[src/rtl/idlectl_pkg.sv]
package idlectl_pkg;

  // byte offsets of the register words
  localparam logic [31:0] OFS_EN     = 32'h100;
  localparam logic [31:0] OFS_CLOSE  = 32'h104;
  localparam logic [31:0] OFS_PEND   = 32'h108;
  localparam logic [31:0] OFS_WAKE   = 32'h10c;
  localparam logic [31:0] OFS_STAT   = 32'h110;
  localparam logic [31:0] OFS_SWDLY  = 32'h140;
  localparam logic [31:0] OFS_CFGDLY = 32'h144;
  localparam logic [31:0] OFS_PDN    = 32'h148;
  localparam logic [31:0] OFS_PUP0   = 32'h150;

  // unlock keys, carried in bits 31:16
  localparam logic [15:0] KEY_FIRST  = 16'h16aa;
  localparam logic [15:0] KEY_SECOND = 16'haa16;

  // field positions
  localparam int CLU_REQ_LSB     = 16;
  localparam int STAT_IDLE_LSB   = 8;
  localparam int STAT_CLOFF_BIT  = 12;
  localparam int STAT_CLIDLE_BIT = 13;

  typedef enum logic {UL_IDLE, UL_ARMED} unlock_st_e;

  function automatic logic word_hit(input logic [31:0] a, input logic [31:0] ofs);
    return a[31:2] == ofs[31:2];
  endfunction

endpackage

[src/rtl/idlectl_unlock.sv]
module idlectl_unlock
  import idlectl_pkg::*;
(
  input  logic        clk,
  input  logic        rst,
  input  logic        acc_i,
  input  logic        wr_i,
  input  logic        hit_i,
  input  logic [15:0] key_i,
  input  logic        val_i,
  output logic        en_o
);

  unlock_st_e st_q, st_n;
  logic       en_n;
  logic       key1_wr, key2_wr;

  assign key1_wr = wr_i && hit_i && (key_i == KEY_FIRST);
  assign key2_wr = wr_i && hit_i && (key_i == KEY_SECOND);

  always_comb begin
    st_n = st_q;
    en_n = en_o;
    if (acc_i) begin
      // only a first-key write leaves the lock armed; anything else drops it
      st_n = key1_wr ? UL_ARMED : UL_IDLE;
      if (st_q == UL_ARMED && key2_wr) begin
        en_n = val_i;
      end
    end
  end

  always_ff @(posedge clk) begin
    if (rst) begin
      st_q <= UL_IDLE;
      en_o <= 1'b0;
    end else begin
      st_q <= st_n;
      en_o <= en_n;
    end
  end

endmodule

[src/rtl/idlectl_reqflags.sv]
module idlectl_reqflags #(
  parameter int NCORE = 4,
  parameter int IDX_W = 2
) (
  input  logic             clk,
  input  logic             rst,
  input  logic             set_i,
  input  logic             mgmt_i,
  input  logic [IDX_W-1:0] core_i,
  input  logic [NCORE-1:0] wr_off_i,
  input  logic [NCORE-1:0] wr_clu_i,
  input  logic [NCORE-1:0] done_off_i,
  input  logic [NCORE-1:0] done_clu_i,
  input  logic             en_i,
  output logic [NCORE-1:0] flag_off_o,
  output logic [NCORE-1:0] flag_clu_o,
  output logic [NCORE-1:0] go_off_o,
  output logic [NCORE-1:0] go_clu_o
);

  logic [NCORE-1:0] allow;
  logic [NCORE-1:0] set_off, set_clu;
  logic [NCORE-1:0] off_n, clu_n;

  assign allow   = mgmt_i ? {NCORE{1'b1}} : (NCORE'(1) << core_i);
  assign set_off = set_i ? (wr_off_i & allow) : '0;
  assign set_clu = set_i ? (wr_clu_i & allow) : '0;

  // a set in the same cycle as a completion wins
  assign off_n = (flag_off_o & ~done_off_i) | set_off;
  assign clu_n = (flag_clu_o & ~done_clu_i) | set_clu;

  always_ff @(posedge clk) begin
    if (rst) begin
      flag_off_o <= '0;
      flag_clu_o <= '0;
      go_off_o   <= '0;
      go_clu_o   <= '0;
    end else begin
      flag_off_o <= off_n;
      flag_clu_o <= clu_n;
      go_off_o   <= off_n & {NCORE{en_i}};
      go_clu_o   <= clu_n & {NCORE{en_i}};
    end
  end

endmodule

[src/rtl/idlectl_cfgbank.sv]
module idlectl_cfgbank
  import idlectl_pkg::*;
#(
  parameter int NCORE  = 4,
  parameter int DLY_W  = 16,
  parameter int PCFG_W = 8
) (
  input  logic                    clk,
  input  logic                    rst,
  input  logic                    wr_i,
  input  logic [31:0]             addr_i,
  input  logic [31:0]             wdata_i,
  output logic [DLY_W-1:0]        sw_dly_o,
  output logic [DLY_W-1:0]        cfg_dly_o,
  output logic [PCFG_W-1:0]       pdn_o,
  output logic [NCORE*PCFG_W-1:0] pup_o,
  output logic                    hit_o,
  output logic [31:0]             rdata_o
);

  logic [PCFG_W-1:0] pup_q [NCORE];
  logic [NCORE-1:0]  pup_hit;

  genvar gn;
  generate
    for (gn = 0; gn < NCORE; gn++) begin : g_pup
      localparam logic [31:0] OFS = OFS_PUP0 + 32'(4 * gn);
      assign pup_hit[gn] = word_hit(addr_i, OFS);
      assign pup_o[gn*PCFG_W +: PCFG_W] = pup_q[gn];
    end
  endgenerate

  always_ff @(posedge clk) begin
    if (rst) begin
      sw_dly_o  <= '0;
      cfg_dly_o <= '0;
      pdn_o     <= '0;
      for (int n = 0; n < NCORE; n++) pup_q[n] <= '0;
    end else if (wr_i) begin
      if (word_hit(addr_i, OFS_SWDLY))  sw_dly_o  <= wdata_i[DLY_W-1:0];
      if (word_hit(addr_i, OFS_CFGDLY)) cfg_dly_o <= wdata_i[DLY_W-1:0];
      if (word_hit(addr_i, OFS_PDN))    pdn_o     <= wdata_i[PCFG_W-1:0];
      for (int n = 0; n < NCORE; n++) begin
        if (pup_hit[n]) pup_q[n] <= wdata_i[PCFG_W-1:0];
      end
    end
  end

  always_comb begin
    hit_o   = 1'b0;
    rdata_o = '0;
    if (word_hit(addr_i, OFS_SWDLY)) begin
      hit_o   = 1'b1;
      rdata_o = 32'(sw_dly_o);
    end else if (word_hit(addr_i, OFS_CFGDLY)) begin
      hit_o   = 1'b1;
      rdata_o = 32'(cfg_dly_o);
    end else if (word_hit(addr_i, OFS_PDN)) begin
      hit_o   = 1'b1;
      rdata_o = 32'(pdn_o);
    end else begin
      for (int n = 0; n < NCORE; n++) begin
        if (pup_hit[n]) begin
          hit_o   = 1'b1;
          rdata_o = 32'(pup_q[n]);
        end
      end
    end
  end

endmodule

[src/rtl/idlectl_regbank.sv]
module idlectl_regbank
  import idlectl_pkg::*;
#(
  parameter int NCORE  = 4,
  parameter int ADDR_W = 12,
  parameter int DLY_W  = 16,
  parameter int PCFG_W = 8,
  localparam int IDX_W = (NCORE > 1) ? $clog2(NCORE) : 1
) (
  input  logic                    clk,
  input  logic                    rst,
  input  logic                    bus_valid_i,
  input  logic                    bus_write_i,
  input  logic [ADDR_W-1:0]       bus_addr_i,
  input  logic [31:0]             bus_wdata_i,
  input  logic                    bus_mgmt_i,
  input  logic [IDX_W-1:0]        bus_core_i,
  output logic                    rd_valid_o,
  output logic [31:0]             rd_data_o,
  input  logic [NCORE-1:0]        core_idle_i,
  input  logic                    cluster_idle_i,
  input  logic [NCORE-1:0]        irq_pend_i,
  input  logic [NCORE-1:0]        done_off_i,
  input  logic [NCORE-1:0]        done_offclu_i,
  output logic                    idle_en_o,
  output logic [NCORE-1:0]        off_req_o,
  output logic [NCORE-1:0]        offclu_req_o,
  output logic [NCORE-1:0]        wake_en_o,
  output logic                    cluster_off_o,
  output logic [NCORE-1:0]        core_offvote_o,
  output logic [DLY_W-1:0]        sw_delay_o,
  output logic [DLY_W-1:0]        cfg_delay_o,
  output logic [PCFG_W-1:0]       pdn_cfg_o,
  output logic [NCORE*PCFG_W-1:0] pup_cfg_o
);

  localparam int FIELD_MAX = 4;

  logic [31:0]      a32;
  logic             wr_acc, rd_acc;
  logic             hit_en, hit_close, hit_pend, hit_wake, hit_stat;
  logic [NCORE-1:0] close_off, close_clu;
  logic             cfg_hit;
  logic [31:0]      cfg_rdata;
  logic [31:0]      rd_n;

  assign a32       = 32'(bus_addr_i);
  assign wr_acc    = bus_valid_i && bus_write_i;
  assign rd_acc    = bus_valid_i && !bus_write_i;
  assign hit_en    = word_hit(a32, OFS_EN);
  assign hit_close = word_hit(a32, OFS_CLOSE);
  assign hit_pend  = word_hit(a32, OFS_PEND);
  assign hit_wake  = word_hit(a32, OFS_WAKE);
  assign hit_stat  = word_hit(a32, OFS_STAT);

  idlectl_unlock u_unlock (
    .clk   (clk),
    .rst   (rst),
    .acc_i (bus_valid_i),
    .wr_i  (bus_write_i),
    .hit_i (hit_en),
    .key_i (bus_wdata_i[31:16]),
    .val_i (bus_wdata_i[0]),
    .en_o  (idle_en_o)
  );

  idlectl_reqflags #(.NCORE(NCORE), .IDX_W(IDX_W)) u_req (
    .clk        (clk),
    .rst        (rst),
    .set_i      (wr_acc && hit_close),
    .mgmt_i     (bus_mgmt_i),
    .core_i     (bus_core_i),
    .wr_off_i   (bus_wdata_i[NCORE-1:0]),
    .wr_clu_i   (bus_wdata_i[CLU_REQ_LSB +: NCORE]),
    .done_off_i (done_off_i),
    .done_clu_i (done_offclu_i),
    .en_i       (idle_en_o),
    .flag_off_o (close_off),
    .flag_clu_o (close_clu),
    .go_off_o   (off_req_o),
    .go_clu_o   (offclu_req_o)
  );

  idlectl_cfgbank #(.NCORE(NCORE), .DLY_W(DLY_W), .PCFG_W(PCFG_W)) u_cfg (
    .clk       (clk),
    .rst       (rst),
    .wr_i      (wr_acc),
    .addr_i    (a32),
    .wdata_i   (bus_wdata_i),
    .sw_dly_o  (sw_delay_o),
    .cfg_dly_o (cfg_delay_o),
    .pdn_o     (pdn_cfg_o),
    .pup_o     (pup_cfg_o),
    .hit_o     (cfg_hit),
    .rdata_o   (cfg_rdata)
  );

  // wake enables and software-owned status bits
  always_ff @(posedge clk) begin
    if (rst) begin
      wake_en_o      <= '0;
      cluster_off_o  <= 1'b0;
      core_offvote_o <= '0;
    end else if (wr_acc) begin
      if (hit_wake) wake_en_o <= bus_wdata_i[NCORE-1:0];
      if (hit_stat) begin
        cluster_off_o  <= bus_wdata_i[STAT_CLOFF_BIT];
        core_offvote_o <= bus_wdata_i[NCORE-1:0];
      end
    end
  end

  // read mux
  always_comb begin
    rd_n = '0;
    if (hit_en) begin
      rd_n[0] = idle_en_o;
    end else if (hit_close) begin
      rd_n[NCORE-1:0]             = close_off;
      rd_n[CLU_REQ_LSB +: NCORE]  = close_clu;
    end else if (hit_pend) begin
      rd_n[NCORE-1:0] = irq_pend_i;
    end else if (hit_wake) begin
      rd_n[NCORE-1:0] = wake_en_o;
    end else if (hit_stat) begin
      rd_n[STAT_CLIDLE_BIT]          = cluster_idle_i;
      rd_n[STAT_CLOFF_BIT]           = cluster_off_o;
      rd_n[STAT_IDLE_LSB +: NCORE]   = core_idle_i;
      rd_n[NCORE-1:0]                = core_offvote_o;
    end else if (cfg_hit) begin
      rd_n = cfg_rdata;
    end
  end

  always_ff @(posedge clk) begin
    if (rst) begin
      rd_valid_o <= 1'b0;
      rd_data_o  <= '0;
    end else begin
      rd_valid_o <= rd_acc;
      if (rd_acc) rd_data_o <= rd_n;
    end
  end

  initial begin
    if (NCORE > FIELD_MAX) $error("NCORE exceeds the per-core field width");
  end

endmodule

[config.mk]
export PLATFORM = sky130hd
export DESIGN_NAME = idlectl_regbank
export DESIGN_NICKNAME = d
export VERILOG_FILES = /design/src/rtl/idlectl_pkg.sv /design/src/rtl/idlectl_unlock.sv /design/src/rtl/idlectl_reqflags.sv /design/src/rtl/idlectl_cfgbank.sv /design/src/rtl/idlectl_regbank.sv
export SDC_FILE = /design/constraint.sdc
export NUM_CORES = 1
export LEC_CHECK = 0
export ABC_AREA = 1
export BUFFER_PORTS_ARGS = -buffer_cell sky130_fd_sc_hd__buf_2
export CAP_MARGIN = 20
export CORE_ASPECT_RATIO = 0.8
export CORE_MARGIN = 5
export CORE_UTILIZATION = 57
export CTS_CLUSTER_SIZE = 28
export DETAILED_ROUTE_END_ITERATION = 8
export PLACE_DENSITY = 0.88
export SLEW_MARGIN = 20
export SYNTH_ARGS = -nofsm -noshare
export SYNTH_HDL_FRONTEND = slang
export SYNTH_HIERARCHICAL = 1
export SYNTH_SLANG_ARGS = --single-unit
[constraint.sdc]
create_clock -name clk -period 6.8 [get_ports clk]
set_input_delay 1.36 -clock clk [delete_from_list [all_inputs] [get_ports clk]]
set_output_delay 1.36 -clock clk [all_outputs]
set_load 0.01 [all_outputs]
* After elaboration in Yosys (flattened, before gate mapping)
Memories as Yosys holds them, arrays and structs flattened. Index checks and enable logic that the tools add are counted.
Word-level totals: register bits 100, memory bits (writable) 32, input bits 68, output and inout bits 123, word-level logic and storage cells 112, memories 1
Operators by class: eq/ne operators 14, shift operators 1, muxes and demuxes 54, bitwise gates (word level) 14, reductions and logical operators 14
Memory list:
- u_cfg.pup_q | depth 4, width 8, read ports 4, clocked after Yosys merged registers in 0, wr ports 4, RTL line idlectl_cfgbank.sv:21 | logic [PCFG_W-1:0] pup_q [NCORE];
Operators with widths (count):
- $mux 32 | 4
- $eq 10x7->1 const B | 12
- $mux 8 | 8
- $mux 28 | 2
- $mux 4 | 9
- $mux 31 | 1
- $mux 1 | 26
- $and 4x4->4 | 6
- $mux 12 | 2
- $mux 18 | 1
- $eq 16x13->1 const B | 1
- $eq 16x16->1 const B | 1
- $reduce_and 2->1 | 6
- $not 4->4 | 2
- $or 4x4->4 | 2
- $logic_and 1x1->1 | 7
- $mux 6 | 1
- $or 1x1->1 | 4
- $shl 1x2->4 const A | 1
- $logic_not 1->1 | 1

* Logic depth before layout (Yosys ltp)
Gate-level depths: netlist (run 1).
word-level depth 14, depth in mapped cells 22

* Modules after synthesis
Netlist (run 1), hierarchy kept.
Modules (own cells, without submodules):
- idlectl_cfgbank | times used 1, cells each 487, area an instance 3933.8 um^2
- idlectl_regbank | times used 1, cells each 297, area an instance 2247.2 um^2
- idlectl_reqflags | times used 1, cells each 101, area an instance 651.9 um^2
- idlectl_unlock | times used 1, cells each 41, area an instance 212.7 um^2

* Worst setup path after synthesis (run 1)
Ideal clock, no wire load.
kind input to register, start input port bus_addr_i[11], end register rd_data_o[14], setup time 70 ps, arrival 3095 ps, required time 6730 ps, path slack 3635 ps, cell stages on the path 14, path buffers 3, cells stage by stage nor2_1 > nand2_1 > inv_1 > nand2_2 > nor2_8 > nand2_4 > inv_2 > buf_4 > nor2_1 > nand4_1 > buf_2 > buf_1 > nand4_1 > a21oi_1
Between the ends: longest elaborated chain between the ends 14, elaborated cells on any way between the ends 27
RTL lines:
- from (decl) | RTL line idlectl_regbank.sv:14 | input logic [ADDR_W-1:0] bus_addr_i,
- $eq 10x7->1 | RTL line idlectl_pkg.sv:27 | return a[31:2] == ofs[31:2];
- $mux 1 (4 in a row) | RTL line idlectl_cfgbank.sv:63 | if (pup_hit[n]) begin
- $mux 1 | RTL line idlectl_cfgbank.sv:58 | end else if (word_hit(addr_i, OFS_PDN)) begin
- $mux 1 | RTL line idlectl_cfgbank.sv:55 | end else if (word_hit(addr_i, OFS_CFGDLY)) begin
- $mux 1 * | RTL line idlectl_cfgbank.sv:52 | if (word_hit(addr_i, OFS_SWDLY)) begin
- named net cfg_hit | RTL line idlectl_regbank.sv:43 | logic cfg_hit;
- $mux 32 * | RTL line idlectl_regbank.sv:130 | end else if (cfg_hit) begin
- $mux 18 * | RTL line idlectl_regbank.sv:125 | end else if (hit_stat) begin
- $mux 28 * | RTL line idlectl_regbank.sv:123 | end else if (hit_wake) begin
- $mux 28 * | RTL line idlectl_regbank.sv:121 | end else if (hit_pend) begin
- $mux 12 * | RTL line idlectl_regbank.sv:118 | end else if (hit_close) begin
- $mux 31 * | RTL line idlectl_regbank.sv:116 | if (hit_en) begin
- to (signal assigned) | RTL line idlectl_regbank.sv:141 | if (rd_acc) rd_data_o <= rd_n;
- to (decl) | RTL line idlectl_regbank.sv:19 | output logic [31:0] rd_data_o,
The timed path passes the listed nets; every way through them passes the cells marked *. A chain may end at the register's enable or synchronous reset.

* Worst setup path in the final report (run 1)
start input port bus_addr_i[4], end register rd_data_o[3]
Between the ends: longest elaborated chain between the ends 14, elaborated cells on any way between the ends 32
RTL lines (RTL line):
- $eq 10x7->1 | idlectl_pkg.sv:27
- $mux 1 (4 in a row) | idlectl_cfgbank.sv:63
- $mux 1 | idlectl_cfgbank.sv:58
- $mux 1 | idlectl_cfgbank.sv:55
- $mux 1 * | idlectl_cfgbank.sv:52
- named net cfg_hit | idlectl_regbank.sv:43
- $mux 32 * | idlectl_regbank.sv:130
- $mux 4 * | idlectl_regbank.sv:125
- $mux 4 * | idlectl_regbank.sv:123
- $mux 4 * | idlectl_regbank.sv:121
- $mux 4 * | idlectl_regbank.sv:118
- $mux 31 * | idlectl_regbank.sv:116
Marks and branches as above.

==> results of run 1 <==
## final timing paths
path | endpoint | startpoint | cells after the start | slack (ns)
setup / recovery | rd_data_o[3]$_SDFFE_PP0P_ | bus_addr_i[4] | 19 | 3.29
hold / removal | rd_data_o[21]$_SDFFE_PP0P_ | rd_data_o[21]$_SDFFE_PP0P_ | 2 | 0.46
setup reg to reg | rd_data_o[3]$_SDFFE_PP0P_ | u_cfg/pup_q[3][3]$_SDFFCE_PN0P_ | 12 | 4.98
hold reg to reg | rd_data_o[21]$_SDFFE_PP0P_ | rd_data_o[21]$_SDFFE_PP0P_ | 2 | 0.46
## routing by layer
| layer | track usage, % | up-vias | wire length, um |
|---|---|---|---|
| met1 | 36.1 | 3089 | 8180 |
| met2 | 40.9 | 363 | 8850 |
| met5 | 0 | - | 0 |
| met4 | 10.5 | 0 | 570 |
| li1 | - | 3294 | - |
| met3 | 8.19 | 55 | 2250 |
## cells in the final DEF (no fill, tap or decap), types with 6 or more instances in the layout
cell type / instances
nand2_1: 211
buf_2: 188
inv_1: 135
nor2_1: 107
dfxtp_1: 100
a21oi_1: 60
conb_1: 36
nand3_1: 34
edfxtp_1: 32
o21ai_0: 31
a211oi_2: 26
nand4_1: 21
clkbuf_16: 17
o21ai_1: 14
nor2_4: 9
nor2_2: 9
inv_2: 8
nor3_1: 8
o22ai_1: 8
o211ai_1: 7
nand2_2: 6
or2_1: 6
## sequential cells by signal, summed over array words and instances, names as in the netlist, 8 cells and up
register         count
u_cfg/sw_dly_o      16
rd_data_o           32
u_cfg/cfg_dly_o     16
u_cfg/pup_q         32
u_cfg/pdn_o          8
## critical path, delay by kind of cell
family	cells	cell delay, ns
buf+inv	4	0.70
simple gates	13	1.48
compound gates	2	0.30
## kinds of logic after synthesis
kind of cell | after synthesis | share of synthesized area [%]
flip-flops | 132 | 42.1
AO/OA/AOI/OAI | 156 | 14.7
AND/OR/NAND/NOR | 438 | 29.6
other | 2 | 0.107
buffers and inverters | 198 | 13.6
## power breakdown
part           switching, mW  internal, mW
clock                  0.360         0.516
sequential           0.00583         0.813
combinational         0.0743        0.0313
total                  0.440          1.36
## area by class of cell
cell class	count	area (um^2)
multi-input combinational	630	3260
fill	962	3680
clock buffer	18	439
inverter	145	549
timing repair buffer	190	956
clock inverter	14	125
tap	152	190
sequential	132	2960
## through the flow
| stage | hold slack (ns) | utilization (%) | setup WS [ns] |
|---|---|---|---|
| final | 0.459 | 69.8 | 3.29 |
| after global routing | 0.477 | 69.8 | 3.00 |
| after CTS | 0.462 | 69.8 | 3.34 |
| after detailed placement | 0.452 | 65.1 | 2.98 |
| after global placement | 0.450 | 65.1 | 3.06 |
| after floorplan | 0.449 | - | 3.63 |
==> out/metrics.cfg, run 1 <==
[placement]
place.detailed.hpwl_mm=14.4
routabilityCongestion=0.933
dp_cells=1249
port_buffers=188
dpl_cell_area_um2=7920

[drt]
drc=0
routed_via_density=5.31
firstDrtPassIters=7
ant_nets=0
finalWirelength_mm=19.9
routed-via-count=6801
wl_per_cell_um=15.5
dr.first_iter.drc_count=730

[pwr]
power_density_nw_per_um2=212
power_mw=1.80
irDropWorstVdd_mv=0.218
p_leak_nw=4.20

[grt]
gr-total-overflow=0
grt_pass1_vias=6408
grt_pass1_wl_mm=31.3
antenna_found_initial=0
grt_max_degree=71
grtUsageTotal_pct=26.9

[cts]
cts.sinks=132
clock_latency_ns=0.42
cts_tree=built
cts_resized=0
clk_path_buf_depth=2
cts.reportedPaths.clkPinSlew_ns=0.06
cts_hold_buf=0
post_cts_buffers=0
htreeDepth=4
cts_root_buf=clkbuf_16
cts_buffers=17

[timing]
tightest_slew_ns=0.903
fin_crit_sh_pct=51.7
period_minus_slack_ns=3.51
fmax_mhz=285
report.final.setup_viol=0
drv_slew=0
finalSetupTns_ns=0
hold_viol=0
fin_worst_skew_ns=0.0153
rsz0062_at_grt=no
relSlewSlack_pct=39.8

[layout]
syn2layout_area_growth_pct=20.4
final_cells=1281
drive_gt1_share_pct=27.5
nets=1184
antennaDiodeCount=0
design_area_um2=8480

[floorplanning]
die_w_um=134
fp.dieH_um=109
coreArea_um2=12200
ioPinCount=191
die_area_um2=14700
num_rows=36
initial_core_util_pct=57.9

[critical_path]
crit_top_cell=nand2_1
cp.arrival_ns=3.86
path_class=in -> reg
cp.required_ns=7.15
critPathCaptureType=register
crit_slowest_cell=nor2_1
max_stage_delay_ns=0.41
start_kind=input pin
crit_fanout=32
path_cells=buf_2 -> inv_1 -> nor2_1 -> nand2_1 -> nor2_1 -> nand2_1 -> nor2_1 -> inv_1 -> nand2_1 -> nor2_1 -> nand4_1 -> buf_4 -> nand2_1 -> o21bai_1 -> nand3_1 -> nand3_1 -> nand2_1 -> nand2_1 -> a21oi_2

[synth]
synth_edf_count=32
synth_common_cells=nand2_1 (211), inv_1 (135), nor2_1 (107), dfxtp_1 (100), a21oi_1 (60)
yosysUniqueCellTypes=42
synth_largest_area_cell=dfxtp_1
synthTopCellsByArea=dfxtp_1 (28%), edfxtp_1 (14%), nand2_1 (11%)
ys_warn_count=6
synth.most_common_cell=nand2_1
syn_area_per_cell_um2=7.61
synth.yosys.seq_area_share_pct=42.1
synthFlopType=dfxtp_1
mappedNetlistArea_um2=7050
synth_top_area_share_pct=28.4
synth_cells=926
ys_seq_elements=132
synthArstFlopShare_pct=0

[flow_run]
cap_violations=0

[min_path]
hp-class=reg -> reg

[run_status]
status=complete, no violations

(Power assumes the default switching activity.)
==> run 2: changes to the inputs <==
- ABC_AREA: 1 -> 0
- CORE_UTILIZATION: 57 -> 52
- PLACE_DENSITY: 0.88 -> 0.83
- clock period: 6.8 -> 3.4 ns (I/O delays scaled with it)
==> out/metrics.cfg, run 2 <==
[critical_path]
path_class=in -> reg
critPathCaptureType=register
cp.arrival_ns=2.79  ; -1.07 ns
crit_path_start=bus_addr_i[2]
crit_fanout=14  ; -56%
start_kind=input pin
regToRegSetupSlack_ns=1.54  ; -3.44 ns
reg2reg_from=u_cfg/pup_q[3][2]$_SDFFCE_PN0P_
cp.required_ns=3.74  ; -3.41 ns

[layout]
final_cell_mix=buf_2 (188), dfxtp_1 (100), nand2_1 (83)
multiInputGateArea_um2=3090  ; -5.1%
drive_gt1_share_pct=30.6  ; +3.0 points
nets=942  ; -20%
syn2layout_area_growth_pct=25.3
fill_cells=1006  ; +4.6%
ff_latch_area_um2=2960  ; unchanged
reg.largest.list=rd_data_o (32), u_cfg/pup_q (32)
final_common_cell=buf_2

[flow_run]
cap_violations=0  ; unchanged

[drt]
finalWirelength_mm=19.9  ; +0.29%
ant_nets=0  ; unchanged
routed_via_density=5.76  ; +8.5%
met1Wirelength_mm=8.31  ; +1.5%
top_layer=met4
wl_per_cell_um=19.1  ; +24%
firstDrtPassIters=6  ; -1
drc=0  ; unchanged
routed-wl-met2_mm=9.08  ; +2.6%
dr_wl_met3_mm=2.08  ; -7.5%
routed-via-count=5992  ; -12%
dr.first_iter.drc_count=512  ; -30%

[grt]
grt_max_degree=54  ; -24%
antenna_found_initial=1  ; +1
grt_pass1_vias=5488  ; -14%
gr-total-overflow=0  ; unchanged
grt_pass1_wl_mm=30.5  ; -2.4%
grtUsageTotal_pct=27.2  ; +0.35 points

[timing]
period_minus_slack_ns=2.45
relSlewSlack_pct=50.1  ; +10 points
fin_crit_sh_pct=72.0
finalSetupTns_ns=0  ; unchanged
report.final.setup_viol=0  ; unchanged
drv_slew=0  ; unchanged
tightest_slew_ns=0.745  ; -0.158 ns
fmax_mhz=408
worst_slack_ns=0.951  ; -2.33 ns
hold_viol=0  ; unchanged
rsz0062_at_grt=no
fin_worst_skew_ns=0.0102  ; -0.00505 ns

[cts]
clk_path_buf_depth=2  ; unchanged
cts.reportedPaths.clkPinSlew_ns=0.06  ; about the same
cts_resized=0  ; unchanged
cts_root_buf=clkbuf_16
clock_latency_ns=0.42  ; about the same
cts_buffers=17  ; unchanged
cts_hold_buf=0  ; unchanged
cts_tree=built
cts.sinks=132  ; unchanged
htreeDepth=4  ; unchanged
post_cts_buffers=0  ; unchanged

[synth]
synthArstFlopShare_pct=0  ; unchanged
synth.most_common_cell=dfxtp_1
syn_area_per_cell_um2=9.36  ; +23%
mappedNetlistArea_um2=6320  ; -10%
ys_seq_elements=132  ; unchanged
synth_common_cells=dfxtp_1 (100), nand2_1 (83), a21oi_1 (64), and2_1 (43), nor2_1 (41)
muxShareOfSynthArea_pct=6.13  ; +6.1 points
yosysUniqueCellTypes=65  ; +55%
synth_top_area_share_pct=31.7  ; +3.2 points
synth_adder_area_share_pct=0  ; unchanged
synth.yosys.seq_area_share_pct=46.8  ; +4.8 points
synth_cells=676  ; -27%
synth_largest_area_cell=dfxtp_1
ys_warn_count=6  ; unchanged
synth_xor_area_share_pct=0  ; unchanged
synth_compound_area_share_pct=15.8  ; +1.1 points
synthTopCellsByArea=dfxtp_1 (32%), edfxtp_1 (15%), a21oi_1 (5.1%)
synthSimpleGateAreaFrac_pct=24.7  ; -4.9 points
synthFlopType=dfxtp_1
synth_edf_count=32  ; unchanged
synth_top_family_by_area=simple AND/OR/NAND/NOR gates

[placement]
dp_slack_ns=0.562  ; -2.42 ns
routabilityCongestion=0.949  ; +1.7%
port_buffers=188  ; unchanged
place.detailed.hpwl_mm=14.3  ; -0.95%

[floorplanning]
die_w_um=133  ; -0.74%
initial_core_util_pct=52.6  ; -5.3 points
die_area_um2=14500  ; -1.5%
coreArea_um2=12000  ; -1.1%
ioPinCount=191  ; unchanged
num_rows=36  ; unchanged
fp.dieH_um=109  ; -0.73%

[min_path]
hp-class=reg -> reg
worst_hold_startpoint=rd_data_o[28]$_SDFFE_PP0P_

[pwr]
power_density_nw_per_um2=460  ; +120%
irDropWorstVdd_mv=0.324  ; +49%
p_leak_nw=3.46  ; -18%

[run_status]
status=complete, no violations

-- run 2: power breakdown --
group	switching, mW	internal (mW)	total (mW)
sequential	0.0153	1.63	1.65
combinational	0.169	0.0962	0.265
clock	0.768	0.964	1.73
-- run 2: area by class of cell --
type / count / area share, %
timing repair buffer: 205 / 13.5
clock buffer: 17 / 5.37
sequential: 132 / 37.4
multi-input combinational: 505 / 39.0
inverter: 13 / 0.616
tap: 152 / 2.40
antenna: 1 / 0.0316
clock inverter: 15 / 1.67
-- run 2: cells by family after synthesis --
kind of cell    Yosys count
flops                   132
simple gates            285
compound gates          152
other cells               2
buf+inv                  73
mux                      32
-- run 2: worst max-delay path, cell delays in order --
cell and delay, ns:
buf_2 0.35, nor2b_1 0.43, nand3_1 0.29, a211oi_1 0.32, a32oi_1 0.13, o21ai_1 0.17
and2_1 0.15, o22ai_1 0.07, a31oi_1 0.20
-- run 2: final timing paths --
path / end / cells after the start
worst min register to register: rd_data_o[28]$_SDFFE_PP0P_ / 2
worst min-delay path: rd_data_o[28]$_SDFFE_PP0P_ / 2
worst max register to register: rd_data_o[2]$_SDFFE_PP0P_ / 6
worst max-delay path: rd_data_o[3]$_SDFFE_PP0P_ / 9
-- run 2: metal layers --
metal  vias up  track usage [%]
li1       2799                -
met4         0             9.25
met2       331             41.8
met5         -                0
met1      2827             37.8
met3        35             7.01
-- run 2: stage by stage --
step                cells  hold WS [ns]  area, um^2  util [%]  total power, mW
floorplan             710         0.457        6450         -             1.83
global placement     1007         0.434        7360      61.2             1.94
detailed placement   1007         0.442        7360      61.2             1.94
CTS                  1039         0.449        7920      65.9             3.66
global route         1040         0.465        7930      65.9             3.75
finish               1040         0.446        7930      65.9             3.64
